<file path="src/rtl/tlb_pkg.sv">
package tlb_pkg;
   typedef enum logic [1:0] {
      RES_NONE = 2'd0,
      RES_HIT  = 2'd1,
      RES_MISS = 2'd2,
      RES_PROT = 2'd3
   } tlb_res_e;
endpackage

</file>
<file path="src/rtl/tlb_slot.sv">
// One translation slot: storage plus two tag comparators (lookup and refill).
module tlb_slot #(
   parameter int VFN_W = 20,
   parameter int PFN_W = 20,
   parameter int PID_W = 4
) (
   input  logic             clk,
   input  logic             rst_n,
   input  logic             clr,
   input  logic             we,
   input  logic [VFN_W-1:0] we_vfn,
   input  logic [PFN_W-1:0] we_pfn,
   input  logic [PID_W-1:0] we_pid,
   input  logic             we_rd,
   input  logic             we_wr,
   input  logic [PID_W-1:0] pid,
   input  logic [VFN_W-1:0] lk_vfn,
   input  logic [VFN_W-1:0] fl_vfn,
   output logic             occ,
   output logic             lk_match,
   output logic             fl_match,
   output logic [PFN_W-1:0] pfn,
   output logic             perm_rd,
   output logic             perm_wr
);
   logic [VFN_W-1:0] tag_vfn;
   logic [PID_W-1:0] tag_pid;

   always_ff @(posedge clk) begin
      if (!rst_n || clr) begin
         occ     <= 1'b0;
         tag_vfn <= '0;
         tag_pid <= '0;
         pfn     <= '0;
         perm_rd <= 1'b0;
         perm_wr <= 1'b0;
      end else if (we) begin
         occ     <= 1'b1;
         tag_vfn <= we_vfn;
         tag_pid <= we_pid;
         pfn     <= we_pfn;
         perm_rd <= we_rd;
         perm_wr <= we_wr;
      end
   end

   assign lk_match = occ && (tag_vfn == lk_vfn) && (tag_pid == pid);
   assign fl_match = occ && (tag_vfn == fl_vfn) && (tag_pid == pid);
endmodule

</file>
<file path="src/rtl/tlb_rr_ptr.sv">
// Round-robin victim pointer; power-of-two depths wrap by overflow.
module tlb_rr_ptr #(
   parameter int ENTRIES = 8,
   localparam int IDX_W = $clog2(ENTRIES)
) (
   input  logic             clk,
   input  logic             rst_n,
   input  logic             clr,
   input  logic             adv,
   output logic [IDX_W-1:0] ptr
);
   logic [IDX_W-1:0] nxt;

   generate
      if ((1 << IDX_W) == ENTRIES) begin : g_pow2
         assign nxt = ptr + 1'b1;
      end else begin : g_wrap
         assign nxt = (ptr == IDX_W'(ENTRIES - 1)) ? '0 : ptr + 1'b1;
      end
   endgenerate

   always_ff @(posedge clk) begin
      if (!rst_n || clr) ptr <= '0;
      else if (adv)      ptr <= nxt;
   end
endmodule

</file>
<file path="src/rtl/tlb_enc.sv">
// One-hot to binary index encoder with an any-bit flag.
module tlb_enc #(
   parameter int N = 8,
   localparam int W = $clog2(N)
) (
   input  logic [N-1:0] vec,
   output logic [W-1:0] idx,
   output logic         any
);
   always_comb begin
      idx = '0;
      for (int i = 0; i < N; i++) begin
         if (vec[i]) idx = idx | W'(i);
      end
   end
   assign any = |vec;
endmodule

</file>
<file path="src/rtl/soft_tlb.sv">
module soft_tlb
   import tlb_pkg::*;
#(
   parameter int ENTRIES = 8,
   parameter int VFN_W   = 20,
   parameter int PFN_W   = 20,
   parameter int OFF_W   = 12,
   parameter int PID_W   = 4,
   localparam int IDX_W  = $clog2(ENTRIES),
   localparam int VA_W   = VFN_W + OFF_W,
   localparam int PA_W   = PFN_W + OFF_W
) (
   input  logic             clk,
   input  logic             rst_n,
   input  logic             lk_req,
   input  logic [VA_W-1:0]  lk_vaddr,
   input  logic             lk_write,
   output logic             rs_valid,
   output logic             rs_hit,
   output logic             rs_miss,
   output logic             rs_prot,
   output logic [PA_W-1:0]  rs_paddr,
   output logic [VFN_W-1:0] miss_vfn,
   input  logic             fill_en,
   input  logic [VFN_W-1:0] fill_vfn,
   input  logic [PFN_W-1:0] fill_pfn,
   input  logic             fill_rd,
   input  logic             fill_wr,
   input  logic             fill_use_idx,
   input  logic [IDX_W-1:0] fill_idx,
   input  logic             pid_we,
   input  logic [PID_W-1:0] pid_wdata,
   output logic [PID_W-1:0] cur_pid,
   input  logic             flush
);
   generate
      if (ENTRIES < 2) begin : g_bad_entries
         $error("soft_tlb: ENTRIES must be at least 2");
      end
      if (VFN_W < 1 || PFN_W < 1 || OFF_W < 1) begin : g_bad_width
         $error("soft_tlb: address field widths must be positive");
      end
      if (PID_W < 1) begin : g_bad_pid
         $error("soft_tlb: PID_W must be positive");
      end
   endgenerate

   logic [VFN_W-1:0] lk_vfn;
   logic [OFF_W-1:0] lk_off;
   assign lk_vfn = lk_vaddr[VA_W-1:OFF_W];
   assign lk_off = lk_vaddr[OFF_W-1:0];

   logic [ENTRIES-1:0] occ_vec, match_vec, fmatch_vec, slot_we;
   logic [ENTRIES-1:0] rd_vec, wr_vec;
   logic [PFN_W-1:0]   pfn_arr [ENTRIES];
   logic [IDX_W-1:0]   hit_idx, upd_idx, rr_ptr, fill_tgt;
   logic               hit_any, upd_any, fill_go, rr_adv;

   assign fill_go  = fill_en && !flush;
   assign fill_tgt = upd_any ? upd_idx : (fill_use_idx ? fill_idx : rr_ptr);
   assign rr_adv   = fill_go && !upd_any && !fill_use_idx;

   generate
      for (genvar i = 0; i < ENTRIES; i++) begin : g_slot
         assign slot_we[i] = fill_go && (fill_tgt == IDX_W'(i));
         tlb_slot #(.VFN_W(VFN_W), .PFN_W(PFN_W), .PID_W(PID_W)) u_slot (
            .clk      (clk),
            .rst_n    (rst_n),
            .clr      (flush),
            .we       (slot_we[i]),
            .we_vfn   (fill_vfn),
            .we_pfn   (fill_pfn),
            .we_pid   (cur_pid),
            .we_rd    (fill_rd),
            .we_wr    (fill_wr),
            .pid      (cur_pid),
            .lk_vfn   (lk_vfn),
            .fl_vfn   (fill_vfn),
            .occ      (occ_vec[i]),
            .lk_match (match_vec[i]),
            .fl_match (fmatch_vec[i]),
            .pfn      (pfn_arr[i]),
            .perm_rd  (rd_vec[i]),
            .perm_wr  (wr_vec[i])
         );
      end
   endgenerate

   tlb_enc #(.N(ENTRIES)) u_hit_enc (.vec(match_vec),  .idx(hit_idx), .any(hit_any));
   tlb_enc #(.N(ENTRIES)) u_upd_enc (.vec(fmatch_vec), .idx(upd_idx), .any(upd_any));

   tlb_rr_ptr #(.ENTRIES(ENTRIES)) u_rr (
      .clk (clk),
      .rst_n (rst_n),
      .clr (flush),
      .adv (rr_adv),
      .ptr (rr_ptr)
   );

   logic     allowed;
   tlb_res_e res_d, res_q;

   assign allowed = lk_write ? wr_vec[hit_idx] : rd_vec[hit_idx];

   always_comb begin
      if (!lk_req)      res_d = RES_NONE;
      else if (!hit_any) res_d = RES_MISS;
      else if (allowed)  res_d = RES_HIT;
      else               res_d = RES_PROT;
   end

   always_ff @(posedge clk) begin
      if (!rst_n) begin
         res_q    <= RES_NONE;
         rs_paddr <= '0;
         miss_vfn <= '0;
         cur_pid  <= '0;
      end else begin
         res_q    <= res_d;
         rs_paddr <= (res_d == RES_HIT) ? {pfn_arr[hit_idx], lk_off} : '0;
         if (res_d == RES_MISS) miss_vfn <= lk_vfn;
         if (pid_we)            cur_pid  <= pid_wdata;
      end
   end

   assign rs_valid = (res_q != RES_NONE);
   assign rs_hit   = (res_q == RES_HIT);
   assign rs_miss  = (res_q == RES_MISS);
   assign rs_prot  = (res_q == RES_PROT);
endmodule

</file>
<file path="config.mk">
export PLATFORM = sky130hd
export DESIGN_NAME = soft_tlb
export DESIGN_NICKNAME = d
export VERILOG_FILES = /design/src/rtl/tlb_pkg.sv /design/src/rtl/tlb_slot.sv /design/src/rtl/tlb_rr_ptr.sv /design/src/rtl/tlb_enc.sv /design/src/rtl/soft_tlb.sv
export SDC_FILE = /design/constraint.sdc
export NUM_CORES = 1
export LEC_CHECK = 0
export CORE_MARGIN = 2
export CORE_UTILIZATION = 45
export CTS_CLUSTER_DIAMETER = 200
export CTS_CLUSTER_SIZE = 20
export DETAILED_ROUTE_END_ITERATION = 12
export DONT_BUFFER_PORTS = 1
export GPL_TIMING_DRIVEN = 0
export PLACE_DENSITY = 0.57
export SLEW_MARGIN = 25
export SYNTH_ARGS = -nofsm -noshare
export SYNTH_HDL_FRONTEND = slang
export SYNTH_HIERARCHICAL = 1
export SYNTH_SLANG_ARGS = --single-unit
</file>
<file path="constraint.sdc">
create_clock -name clk -period 10 [get_ports clk]
set_clock_uncertainty 0.1 [all_clocks]
set_input_delay 1.5 -clock clk [delete_from_list [all_inputs] [get_ports clk]]
set_output_delay 1.5 -clock clk [all_outputs]
set_load 0.01 [all_outputs]
</file>
==> results.sh <==
export IMPL_synth_edf_count=0
export IMPL_first_global_vias=14267
export IMPL_antenna_cells=0
export IMPL_hold_path_depth=2
export IMPL_synth_cells=2018
export IMPL_worst_path_largest_cell_delay_ns=0.95
export IMPL_finalHoldViolations=0
export IMPL_crit_chain="xor2_1 > nor3_1 > nand3_1 > nor4_1 > or4_4 > nand2b_4 > buf_2 > nand2_1 > o21ai_0 > nand2_1 > nor2_1 > buf_2 > buf_4 > mux2i_1 > nor2_1"
export IMPL_worst_setup_path_end_kind="register"
export IMPL_synth_top_family_by_area="multiplexers"
export IMPL_post_cts_buffers=0
export IMPL_netlist_area_mm2=0.0207
export IMPL_synth_warnings=6
export IMPL_ys_flop_type="dfxtp_1"
export IMPL_finalPower_mw=2.98
export IMPL_postSynth_asyncResetShare_pct=0
export IMPL_rrSetupSlack_ns=5.12
export IMPL_fin_area_mm2=0.0221
export IMPL_nets=2135
export IMPL_chipHeight_um=219
export IMPL_fp_coreArea_mm2=0.0454
export IMPL_drt_iter0_markers=925
export IMPL_antenna_found_initial=1
export IMPL_tns_ns=0
export IMPL_critPathKind="reg -> reg"
export IMPL_holdWs_ns=0.384
export IMPL_status="completed"
export IMPL_crit_required_ns=10.34
export IMPL_worst_slew_pin_slew_ns=0.973
export IMPL_die_w_um=219
export IMPL_grtUsageTotal_pct=25.9
export IMPL_drc=0
export IMPL_max_freq_mhz=205
export IMPL_dieArea_mm2=0.0478
export IMPL_cts_root_buf="clkbuf_16"
export IMPL_grt_overflow=0
export IMPL_grt_pass1_wl_mm=92.0
export IMPL_cp_slowest_cell="dfxtp_1"
export IMPL_portBuffers=0
export IMPL_drive_above_1_share_pct=8.61
export IMPL_fin_crit_ns=4.88
export IMPL_cts_buffers=25
export IMPL_cts_sinks=437
export IMPL_cp_data_arrival_time_ns=5.22
export IMPL_synthAdderAreaFrac_pct=0.0604
export IMPL_post_route_period_util_pct=48.8
export IMPL_grt_max_degree=21
export IMPL_gp_congestion=0.846
export IMPL_syn_nets=2108
export IMPL_final_common_cell="dfxtp_1"
export IMPL_h_tree_depth=1
export IMPL_synth_compound_area_share_pct=1.27
export IMPL_ios=149
export IMPL_rr_worst_depth=15
export IMPL_maxCapViolCount=0
export IMPL_vias_per_cell=5.47
export IMPL_placed_cell_area_mm2=0.0215
export IMPL_vdd_ir_drop_worst_uv=115
export IMPL_clock_latency_ns=0.57
export IMPL_final_cell_mix="dfxtp_1, mux2i_1, nor2_1"
export IMPL_vias=14461
export IMPL_holdBufCountCts=0
export IMPL_ys_types=39
export IMPL_final_util_pct=48.7
export IMPL_cts_tree="yes"
export IMPL_synthSimpleGateAreaFrac_pct=14.9
export IMPL_hp_class="reg -> reg"
export IMPL_initial_core_util_pct=45.7
export IMPL_wirelength_mm=62.8
export IMPL_critPathLaunchType="register"
export IMPL_clockBufferDepth=3
export IMPL_setup_violations=0
export IMPL_areaGrowthSynthToFinish_pct=6.71
export IMPL_cellPowerDensity_mw_per_mm2=135
export IMPL_wl_per_cell_um=23.7
export IMPL_muxShareOfSynthArea_pct=23.9
export IMPL_clk_pin_slew_ns=0.09
export IMPL_ys_ff_latch=437
export IMPL_power_leakage_nw=7.34
export IMPL_critPathMaxFanout=18
export IMPL_antenna_left=0
export IMPL_ctsResizeCount=0
export IMPL_synth_seq_area_share_pct=42.2
export IMPL_num_rows=78
export IMPL_dp_hpwl_mm=42.4
export IMPL_rsz0062_at_grt="false"
export IMPL_synth_xor_area_share_pct=14.9
export IMPL_max_slew_margin_rel_pct=35.0
export IMPL_drt_first_pass_iters=7
export IMPL_slew_violations=0
export IMPL_avgSynthCellArea_um2=10.3
synth_stat cells (3+ instances only):
master / instances / area share (%)
clkbuf_1: 33 / 0.60
nor2_1: 395 / 7.2
buf_2: 25 / 0.60
buf_6: 3 / 0.16
mux4_2: 40 / 4.3
nand2_1: 49 / 0.89
o21ai_0: 3 / 0.072
mux2i_1: 404 / 20
nor3_1: 8 / 0.19
xnor2_1: 137 / 5.8
or4_2: 4 / 0.17
nor2b_1: 10 / 0.30
nor3_2: 20 / 0.97
xor2_1: 216 / 9.1
nor4_1: 58 / 1.8
buf_4: 30 / 1.1
inv_1: 3 / 0.054
nor4_2: 8 / 0.48
nand4_1: 32 / 0.97
dfxtp_1: 437 / 42
nor3b_2: 10 / 0.60
a21boi_0: 20 / 0.72
nand3_1: 25 / 0.60
nor3b_1: 3 / 0.11
nand2b_1: 10 / 0.30
buf_1: 16 / 0.29
through the flow:
stage / setup WS (ns) / std cells
2_1_floorplan: 5.91 / 2018
3_3_place_gp: 4.71 / 2618
3_5_place_dp: 4.61 / 2618
4_1_cts: 5.15 / 2645
5_1_grt: 4.82 / 2645
6_report: 5.12 / 2645
critical path: cells and delay by family, from the launching register on:
family,cells,cell delay (ns)
AND/OR/NAND/NOR,9,2.14
buffers and inverters,3,1.04
flip-flops,1,0.95
multiplexers,1,0.25
XOR/XNOR,1,0.14
AO/OA/AOI/OAI,1,0.09
final timing paths:
path	startpoint	end
hold / removal	g_slot[3].u_slot/occ	g_slot[3].u_slot/occ
setup / recovery	cur_pid[2]	g_slot[5].u_slot/pfn[9]
setup reg to reg	cur_pid[2]	g_slot[5].u_slot/pfn[9]
hold reg to reg	g_slot[3].u_slot/occ	g_slot[3].u_slot/occ
logic make-up after synthesis:
group / after synthesis
fa+ha+maj: 1
simple gates: 640
flops: 437
buf+inv: 110
xor+xnor: 353
compound gates: 33
mux: 444
layout make-up:
class	instances	area [um2]
fill	4236	23300
multi-input combinational	1471	11400
sequential	437	8750
tap	600	751
clock buffer	25	626
buffer	107	568
clock inverter	2	13.8
inverter	3	11.3
per-layer routing:
layer | track usage (%) | vias to the layer above | part of all wire, %
met5 | 0 | - | 0
met4 | 6.62 | 0 | 2.6
met3 | 4.18 | 90 | 5.2
met2 | 45.1 | 341 | 49
met1 | 33.1 | 7129 | 44
li1 | - | 6901 | -
flip-flops by register name (all words and copies together) (netlist names):
register / flops
cur_pid: 4
g_slot.u_slot/occ: 8
g_slot.u_slot/perm_rd: 8
g_slot.u_slot/perm_wr: 8
g_slot.u_slot/pfn: 160
g_slot.u_slot/tag_pid: 32
g_slot.u_slot/tag_vfn: 160
miss_vfn: 20
res_q: 2
rs_paddr: 32
u_rr/ptr: 3
power breakdown:
group / switching, mW / leakage [nW] / internal, mW
clock network: 0.586 / 0.317 / 0.448
registers: 0.0185 / 3.53 / 1.75
logic: 0.0994 / 3.50 / 0.0826
total: 0.703 / 7.34 / 2.28
(Power assumes the default switching activity.)
